==> src/rtl/hsc_pkg.sv <==
package hsc_pkg;
  typedef struct packed {
    logic ctrlWr;   // host writes control address
    logic testWr;   // host writes test address (ignored)
    logic testRd;   // host reads test address (clears flag)
    logic seqWr;    // sequencer write
  } hscStrobe_t;

  localparam int unsigned BIT_SRST = 6;
  localparam int unsigned BIT_SIG  = 5;
  localparam int unsigned BIT_SEM  = 4;
endpackage

==> src/rtl/hsc_ctrl.sv <==
module hsc_ctrl #(
  parameter int unsigned ADDR_W    = 4,
  parameter logic [ADDR_W-1:0] CTRL_ADDR = 2,
  parameter logic [ADDR_W-1:0] TEST_ADDR = 9
) (
  input  logic              hostWrEn,
  input  logic              hostRdEn,
  input  logic [ADDR_W-1:0] hostAddr,
  input  logic              seqWrEn,
  output hsc_pkg::hscStrobe_t strb,
  output logic              rdSelCtrl,
  output logic              rdSelTest
);
  logic hitCtrl, hitTest;

  always_comb begin
    hitCtrl     = (hostAddr == CTRL_ADDR);
    hitTest     = (hostAddr == TEST_ADDR);
    strb.ctrlWr = hostWrEn & hitCtrl;
    strb.testWr = hostWrEn & hitTest;
    strb.testRd = hostRdEn & hitTest;
    strb.seqWr  = seqWrEn;
    rdSelCtrl   = hostRdEn & hitCtrl;
    rdSelTest   = hostRdEn & hitTest;
  end
endmodule

==> src/rtl/hsc_dp.sv <==
module hsc_dp #(
  parameter int unsigned DATA_W = 8
) (
  input  logic                clk,
  input  logic                rstN,
  input  hsc_pkg::hscStrobe_t strb,
  input  logic                rdSelCtrl,
  input  logic                rdSelTest,
  input  logic [DATA_W-1:0]   hostWrData,
  input  logic [DATA_W-1:0]   seqWrData,
  input  logic                waitActive,
  output logic [DATA_W-1:0]   hostRdData,
  output logic                earlyExit,
  output logic                softRst,
  output logic                sigFlag,
  output logic                semBit
);
  import hsc_pkg::*;

  logic sigNext, semNext, rstNext;
  logic abortCond, abortCondQ;
  wire  unusedTestWr = strb.testWr;

  always_comb begin
    rstNext = softRst;
    sigNext = sigFlag;
    semNext = semBit;
    if (strb.testRd) sigNext = 1'b0;
    if (strb.seqWr) begin
      sigNext = seqWrData[BIT_SIG];
      semNext = seqWrData[BIT_SEM];
    end
    if (strb.ctrlWr) begin
      rstNext = hostWrData[BIT_SRST];
      sigNext = hostWrData[BIT_SIG];
      semNext = hostWrData[BIT_SEM];
    end
  end

  assign abortCond = sigFlag & waitActive;

  always_ff @(posedge clk or negedge rstN) begin
    if (!rstN) begin
      softRst    <= 1'b0;
      sigFlag    <= 1'b0;
      semBit     <= 1'b0;
      abortCondQ <= 1'b0;
      earlyExit  <= 1'b0;
    end else begin
      softRst    <= rstNext;
      sigFlag    <= sigNext;
      semBit     <= semNext;
      abortCondQ <= abortCond;
      earlyExit  <= abortCond & ~abortCondQ;
    end
  end

  always_comb begin
    hostRdData = '0;
    if (rdSelCtrl) begin
      hostRdData[BIT_SRST] = softRst;
      hostRdData[BIT_SIG]  = sigFlag;
      hostRdData[BIT_SEM]  = semBit;
    end else if (rdSelTest) begin
      hostRdData[0] = sigFlag;
    end
  end
endmodule

==> src/rtl/hsc_flag_reg.sv <==
module hsc_flag_reg #(
  parameter int unsigned ADDR_W = 4,
  parameter int unsigned DATA_W = 8,
  parameter logic [ADDR_W-1:0] CTRL_ADDR = 2,
  parameter logic [ADDR_W-1:0] TEST_ADDR = 9
) (
  input  logic              clk,
  input  logic              rstN,
  input  logic              hostWrEn,
  input  logic              hostRdEn,
  input  logic [ADDR_W-1:0] hostAddr,
  input  logic [DATA_W-1:0] hostWrData,
  output logic [DATA_W-1:0] hostRdData,
  input  logic              seqWrEn,
  input  logic [DATA_W-1:0] seqWrData,
  input  logic              waitActive,
  output logic              earlyExit,
  output logic              opRegsHold
);
  hsc_pkg::hscStrobe_t strb;
  logic rdSelCtrl, rdSelTest;
  logic softRst, sigFlag, semBit;
  wire  unusedSem = semBit;

  hsc_ctrl #(.ADDR_W(ADDR_W), .CTRL_ADDR(CTRL_ADDR), .TEST_ADDR(TEST_ADDR)) u_ctrl (
    .hostWrEn(hostWrEn), .hostRdEn(hostRdEn), .hostAddr(hostAddr),
    .seqWrEn(seqWrEn), .strb(strb), .rdSelCtrl(rdSelCtrl), .rdSelTest(rdSelTest)
  );

  hsc_dp #(.DATA_W(DATA_W)) u_dp (
    .clk(clk), .rstN(rstN), .strb(strb), .rdSelCtrl(rdSelCtrl), .rdSelTest(rdSelTest),
    .hostWrData(hostWrData), .seqWrData(seqWrData), .waitActive(waitActive),
    .hostRdData(hostRdData), .earlyExit(earlyExit), .softRst(softRst),
    .sigFlag(sigFlag), .semBit(semBit)
  );

  assign opRegsHold = softRst;
endmodule

==> config.mk <==
export PLATFORM = sky130hd
export DESIGN_NAME = hsc_flag_reg
export DESIGN_NICKNAME = d
export VERILOG_FILES = /design/src/rtl/hsc_pkg.sv /design/src/rtl/hsc_ctrl.sv /design/src/rtl/hsc_dp.sv /design/src/rtl/hsc_flag_reg.sv
export SDC_FILE = /design/constraint.sdc
export NUM_CORES = 1
export LEC_CHECK = 0
export ABC_AREA = 1
export CORE_AREA = 2 2 39 41
export DETAILED_ROUTE_END_ITERATION = 12
export DIE_AREA = 0 0 41 43
export GPL_TIMING_DRIVEN = 0
export MAX_ROUTING_LAYER = met4
export PLACE_DENSITY = 0.73
export SKIP_LAST_GASP = 1
export SYNTH_ARGS = -nofsm -noshare
export SYNTH_HDL_FRONTEND = slang
export SYNTH_HIERARCHICAL = 1
export SYNTH_SLANG_ARGS = --single-unit
export TNS_END_PERCENT = 50
==> constraint.sdc <==
create_clock -name clk -period 1.2 [get_ports clk]
set_input_delay 0.3 -clock clk [delete_from_list [all_inputs] [get_ports clk]]
set_output_delay 0.3 -clock clk [all_outputs]
set_load 0.05 [all_outputs]
# Word-level counts from Yosys, hierarchy flattened
# Index checks and enable logic that the tools add are counted.
[word_totals] register_bits=5 input_bits=26 output_inout_bits=10 wordCells=23
[classes] n_eq_ne=2 n_mux=8 bitwise=6 n_reduce_logical=2
[op_table] operator="2-to-1 mux 1 bit" n=7
[op_table] operator="AND 1 bit" n=5
[op_table] operator="equality test 4 x 2 -> 1 bit (second input constant)" n=1
[op_table] operator="equality test 4 bit (second input constant)" n=1
[op_table] operator="2-to-1 mux 3 bit" n=1
[op_table] operator="nonzero test 3 bit" n=1
[op_table] operator="nonzero test 2 bit" n=1
[op_table] operator="NOT 1 bit" n=1

# Longest topological paths before layout
# Gate-level depths: netlist of run 1.
[depth] word_depth=5 mapped_depth=8 mapped_depth_nobuf=8

# Cells and area by module
# The synthesis of run 1 kept the hierarchy.
[modules_own_cells] module="hsc_dp" instances=1 cells_each=36 area_each_um2=266.5 seq_area_each_um2=125.1
[modules_own_cells] module="hsc_ctrl" instances=1 cells_each=16 area_each_um2=67.6 seq_area_each_um2=0.0

# Worst setup path after synthesis of run 1
# Ideal clock, no wire load.
[synth_path] path_type="input to output" from="input port hostAddr[1]" to="output port hostRdData[0]" arrival_ns=1.263 required_time_ns=0.900 path_slack_ns=-0.363 cell_stages=5 n_path_buf=0 cell_sequence="nor2_1 > nand2_1 > nor2_1 > nand2_1 > nor2_1"
[synth_via] elab_chain_cells=4 word_cells_on_any_way=6 cone_classes="2 x eq/ne; 2 x mux; 2 x bitwise"
[synth_lines] item="start: declaration" line="hsc_flag_reg.sv:11" text="input logic [ADDR_W-1:0] hostAddr,"
[synth_lines] item="equality test 4 bit" line="hsc_ctrl.sv:18" text="hitTest = (hostAddr == TEST_ADDR);"
[synth_lines] item="AND 1 bit" line="hsc_ctrl.sv:24" text="rdSelTest = hostRdEn & hitTest;"
[synth_lines] item="named net rdSelTest" line="hsc_flag_reg.sv:21" text="logic rdSelCtrl, rdSelTest;"
[synth_lines] item="2-to-1 mux 1 bit" line="hsc_dp.sv:64" text="end else if (rdSelTest) begin"
[synth_lines] item="2-to-1 mux 1 bit" line="hsc_dp.sv:60" text="if (rdSelCtrl) begin"
[synth_lines] item="end: declaration" line="hsc_flag_reg.sv:13" text="output logic [DATA_W-1:0] hostRdData,"
# The timed path passes the listed nets, and every way through them passes these cells.

# Worst setup path after layout of run 1
[layout_path] from="input port hostAddr[3]" to="output port hostRdData[5]"
[layout_via] elab_chain_cells=3
[layout_lines] item="equality test 4 x 2 -> 1 bit" line="hsc_ctrl.sv:17" text="hitCtrl = (hostAddr == CTRL_ADDR);"
[layout_lines] item="AND 1 bit" line="hsc_ctrl.sv:23" text="rdSelCtrl = hostRdEn & hitCtrl;"
[layout_lines] item="named net rdSelCtrl" line="hsc_flag_reg.sv:21"
[layout_lines] item="2-to-1 mux 3 bit" line="hsc_dp.sv:60"
# The timed path passes the listed nets, and every way through them passes these cells.

==> qor.yml, run 1 <==
outcome:
  violations: "negative setup slack"
  outcome: "finished, violations left"
layout:
  num-nets-final: 107
  multiInputGateArea_um2: 176.4
  final_cell_area_um2: 676.9
  final_util_pct: 48.92
  areaGrowthSynthToFinish_pct: 104.9
  seq_area_um2: 126.4
  n_fill_cell: 128
  antenna_cells: 0
  drive_gt1_share_pct: 48.75
worst_setup_path:
  r2r_cells: 3
  criticalPathCategory: "in -> out"
  arrival_ns: 1.03
  r2r-start: "u_dp/sigFlag$_DFFE_PN0P_"
  crit_path_end_kind: "primary output"
  crit_required_ns: 0.90
  reg2reg_slack_ns: 0.40
  startpoint_type: "input port"
  critPathMaxFanout: 4
  regToRegEndpoint: "u_dp/sigFlag$_DFFE_PN0P_"
timing:
  max_freq_ghz: 0.7532
  timing.hold.ws_ns: 0.2834
  finalMaxSlewViolations: 0
  setup_violations: 5
  setup_ws_ns: -0.1277
  finClkSkew_ns: 0.0009948
  period_minus_slack_ns: 1.328
  post-route-period-util_pct: 110.6
  rsz0062_at_grt: "yes"
  hold_viol: 0
floorplan:
  die_area_um2: 1763
  pin_count: 36
  coreArea_um2: 1384
  fp-row-count: 14
  die-width_um: 41
  die_y_um: 43
  start_util_pct: 23.87
routing:
  first_iter_violations: 8
  via_per_inst: 3.813
  route.detailed.drc: 0
  drt-total-wl_um: 772
  post_drt_wl_per_cell_um: 8.042
  first_pass_iters: 4
  num_vias: 366
  detail-route-antenna-nets: 0
cts:
  clkSinkCount: 5
  clk_pin_slew_ns: 0.04
  clk_latency_ns: 0.23
  htree_num_levels: 1
  clockRootBuffer: "clkbuf_4"
  cts_tree: "done"
  holdBufCountCts: 0
  clock_path_buffers: 2
  cts_buffers: 3
global_routing:
  grt_pass1_vias: 347
  grt-ovfl-total: 0
  track_usage_pct: 11.08
  antenna_found_initial: 0
  grt_pass1_wl_um: 1290
  grt_max_degree: 8
pwr:
  p_seq_share_pct: 34.4
  fin_total_pwr_w: 0.0005976
  p_comb_share_pct: 34.6
  p_sw_share_pct: 32.12
  p_clk_share_pct: 31.0
  peakVddDrop_uv: 366.1
  powerDensity_nw_per_um2: 882.9
  power.switching_w: 0.0001920
  p_int_w: 0.0004056
  leakage_nw: 0.3348
min_path:
  min_path_type: "in -> async"
synthesis:
  yosysWarnings: 6
  synth_area_um2: 330.3
  syn_inst: 51
  avgSynthCellArea_um2: 6.477
placement:
  place.gp.congestion: 0.7013
  io_buffers: 19
  hpwl_um: 575.9
  post_dp_cell_area_um2: 569.3
flow_run:
  cap_violations: 0
## worst max-delay path: stages
cell and delay, ns:
buf_8 0.10, nor2_4 0.09, nand2_2 0.08, nor2_4 0.16
nand2_2 0.08, clkinvlp_4 0.08, buf_8 0.13
## sequential cells by signal, indices dropped and copies added (netlist names)
name,count
u_dp/earlyExit,1
u_dp/softRst,1
u_dp/semBit,1
u_dp/abortCondQ,1
u_dp/sigFlag,1
## routing by layer
metal	track usage (%)	up-vias	part of all wire, %
met5	-	-	0
met4	8.000	0	0
met3	1.571	0	6.5
met2	16.88	12	55
met1	12.46	156	39
li1	-	198	-
## stage by stage
stage / std cells / worst slack (ns) / setup TNS, ns
after CTS: 94 / -0.1695 / -0.9894
after floorplan: 54 / -0.1269 / -0.1589
final: 96 / -0.1277 / -0.5300
after detailed placement: 89 / -1.231 / -6.629
after global placement: 89 / -1.193 / -6.408
after global routing: 96 / -0.1617 / -0.7880
## area by class of cell
class	count	share of cell area, %
Timing Repair Buffer	22	34.57
Clock buffer	4	3.882
Inverter	10	7.209
Multi-Input combinational cell	33	26.06
Sequential cell	5	18.67
Tap cell	16	2.957
Buffer	6	6.654
## timing repair
item / 4_1_cts / 5_1_grt
setup endpoints to repair: 9 / 9
resized for setup: 61 / 13
pin swaps: 7 / 9
setup buffers: 1 / 2
## power by group through the flow
stage	combinational, W	clock, W	sequential, W
after CTS	0.000189	0.000196	0.000206
after global placement	0.000187	0	0.000205
final	0.000207	0.000185	0.000206
after floorplan	0.0000757	0	0.000241
after detailed placement	0.000189	0	0.000206
after global routing	0.000223	0.000211	0.000208
## layout by cell type (no fill, tap or decap), types with 4 or more instances in the layout
master            n
conb_1            4
nand2_2           4
dfrtp_1           4
clkdlybuf4s50_1   8
buf_6             4
buf_8             4
nand2_1          10
buf_4             9
nor2_2            4
nor2_1            4
inv_1             5
## how the worst max path moves through the flow
| stage | startpoint | cells past startpoint | end |
|---|---|---|---|
| floorplan | hostAddr[1] | 5 | hostRdData[0] |
| global placement | hostAddr[1] | 8 | hostRdData[4] |
| detailed placement | hostAddr[1] | 8 | hostRdData[6] |
| CTS | hostAddr[1] | 8 | hostRdData[6] |
| global route | hostAddr[1] | 8 | hostRdData[6] |
| finish | hostAddr[3] | 7 | hostRdData[5] |
Note: power is estimated with default switching activity, not from simulation.
==> run 2: changes to the inputs <==
==> constraint.sdc (replaced) <==
create_clock -name clk -period 1.5 [get_ports clk]
set_input_delay 0.375 -clock clk [delete_from_list [all_inputs] [get_ports clk]]
set_output_delay 0.375 -clock clk [all_outputs]
set_load 0.05 [all_outputs]
==> run 2 against run 1 <==
Against the previous run: the flow now finishes without violations; design area shrank 13%; non-clock buffer count down 3; register-to-register slack better by 0.43 ns; cell count fell by 3.1%; routed wire length down 13%; via count fell by 8.7%; critical endpoint is now hostRdData[0]; sequential share of layout area increased by 2.7 points; highest routed layer unchanged; sequential power is 22% lower; combinational power fell by 31%; clock power fell by 17%; sequential cell count did not move; die area unchanged.
==> qor.yml, run 2 (synthesized netlist as in run 1, its figures left out) <==
cts:
  clockRootBuffer: "clkbuf_4"
  clk_pin_slew_ns: 0.04  # about the same
  clk_latency_ns: 0.24  # about the same
  cts_buffers: 3  # unchanged
  cts_tree: "done"
  htree_num_levels: 1  # unchanged
  holdBufCountCts: 0  # unchanged
  clock_path_buffers: 2  # unchanged
  clkSinkCount: 5  # unchanged
  cts_setup_buffers: 0  # -1
global_routing:
  grt_pass1_wl_um: 1076  # -17%
  antenna_found_initial: 0  # unchanged
  track_usage_pct: 9.307  # -1.8 points
  grt_pass1_vias: 273  # -21%
  grt-ovfl-total: 0  # unchanged
  grt_max_degree: 8  # unchanged
timing:
  setup_violations: 0  # -5
  finClkSkew_ns: 0.002976  # +0.001981 ns
  finalMaxSlewViolations: 0  # unchanged
  hold_viol: 0  # unchanged
  rsz0062_at_grt: "yes"
  period_minus_slack_ns: 1.447
  timing.hold.ws_ns: 0.3529  # +0.06953 ns
  post-route-period-util_pct: 96.45
  setup_tns_ns: 0  # +0.5300 ns
  max_freq_ghz: 0.6912
flow_run:
  cap_violations: 0  # unchanged
floorplan:
  pin_count: 36  # unchanged
  die_y_um: 43  # unchanged
  die_area_um2: 1763  # unchanged
  die-width_um: 41  # unchanged
  start_util_pct: 23.87  # unchanged
  fp-row-count: 14  # unchanged
  coreArea_um2: 1384  # unchanged
layout:
  drive_gt1_share_pct: 32.47  # -16 points
  areaGrowthSynthToFinish_pct: 77.65
  final_cell_mix: "nand2_1, inv_1, clkdlybuf4s50_1, nor2_1, buf_4"
  antenna_cells: 0  # unchanged
  final_common_cell: "nand2_1"
  num-nets-final: 104  # -2.8%
worst_setup_path:
  arrival_ns: 1.07  # +0.04 ns
  path_common_cell: "nor2_2"
  crit_start: "hostRdEn"
  cp_top_family: "buffers and inverters"
  path_cells: "dlygate4sd2_1 > inv_2 > nor2_2 > nand2_1 > nor2_2 > buf_6"
  startpoint_type: "input port"
  r2r-start: "u_dp/sigFlag$_DFFE_PN0P_"
  critPathMaxStageDelay_ns: 0.20  # +0.04 ns
  path_buf_inv: 3  # unchanged
  reg2reg_slack_ns: 0.83  # +0.43 ns
  cp_slowest_cell: "dlygate4sd2_1"
  critPathMaxFanout: 2  # -2
  crit_path_end_kind: "primary output"
  regToRegEndpoint: "u_dp/sigFlag$_DFFE_PN0P_"
  crit_required_ns: 1.12  # +0.22 ns
  r2r_cells: 2  # -1
  criticalPathCategory: "in -> out"
routing:
  first_pass_iters: 2  # -2
  post_drt_wl_per_cell_um: 7.237  # -10%
  drt-total-wl_um: 673  # -13%
  detail-route-antenna-nets: 0  # unchanged
  num_vias: 334  # -8.7%
  via_per_inst: 3.591  # -5.8%
  route.detailed.drc: 0  # unchanged
  first_iter_violations: 3  # -5
min_path:
  min_path_type: "in -> async"
outcome:
  outcome: "complete, no violations"
placement:
  hpwl_um: 574.2  # -0.30%
  io_buffers: 19  # unchanged
  place.gp.congestion: 0.6654  # -5.1%
pwr:
  p_comb_share_pct: 31.3  # -3.3 points
  leakage_nw: 0.3420  # +2.2%
  power.switching_w: 0.0001506  # -22%
  peakVddDrop_uv: 370.6  # +1.2%
  p_int_w: 0.0003062  # -25%
  p_seq_share_pct: 35.2  # +0.8 points
  fin_total_pwr_w: 0.0004568  # -24%
  powerDensity_nw_per_um2: 778.4  # -12%
  p_sw_share_pct: 32.97  # +0.84 points
  p_clk_share_pct: 33.5  # +2.5 points
-- run 2: cell types whose count changed in the layout (fill, tap and decap cells not counted), moves of 2 or more --
cell	previous run	this run
nor2_1	4	6
nand2_2	4	1
buf_2	0	3
nand2_1	10	13
buf_4	9	6
clkinvlp_4	3	0
inv_1	5	9
dlygate4sd2_1	0	2
buf_8	4	0
-- run 2: through the flow --
stage / cell area, um2 / util (%) / cells / setup WS [ns]
finish: 586.8 / 42.41 / 93 / 0.05326
global route: 586.8 / 42.41 / 93 / -0.01039
CTS: 578.1 / 41.77 / 93 / -0.01106
detailed placement: 554.3 / 40.05 / 89 / -1.084
global placement: 554.3 / 40.05 / 89 / -1.053
floorplan: 344.1 / - / 54 / -0.00004963
-- run 2: worst max-delay path by stage --
| stage | endpoint | slack [ns] | cells after the start |
|---|---|---|---|
| final | hostRdData[0] | 0.05 | 6 |
| after global routing | hostRdData[0] | -0.01 | 8 |
| after floorplan | hostRdData[6] | -0.00005 | 6 |
| after detailed placement | hostRdData[6] | -1.08 | 8 |
| after CTS | opRegsHold | -0.01 | 1 |
| after global placement | hostRdData[4] | -1.05 | 8 |
-- run 2: worst reg2reg max path, delay by kind of cell (launching register included) --
kind / cells / cell delay [ns]
AND/OR/NAND/NOR: 2 / 0.16
flip-flops: 1 / 0.40
-- run 2: what timing repair did --
item,CTS,global route
resized for setup,52,6
endpoints found under the setup margin,8,5
pin swaps,4,4
cloned,0,0
-- run 2: area by class of cell --
type / instances / area (um2)
inverter: 10 / 37.54
sequential: 5 / 125.1
fill: 151 / 797.0
buffer: 6 / 45.04
timing repair buffer: 19 / 173.9
tap: 16 / 20.02
multi-input combinational: 33 / 158.9
clock buffer: 4 / 26.28
-- run 2: routing by layer --
layer / part of all wire [%] / GRT usage, %
met1: 44 / 12.09
met4: 0 / 2.000
met5: 0 / -
met3: 9.2 / 4.712
met2: 46 / 12.81
-- run 2: power by group through the flow --
stage                     logic (W)  registers, W  clock network (W)
after floorplan           0.0000594      0.000192                  0
after global placement     0.000148      0.000163                  0
after detailed placement   0.000150      0.000163                  0
after CTS                  0.000142      0.000161           0.000163
after global routing       0.000153      0.000163           0.000170
final                      0.000143      0.000161           0.000153
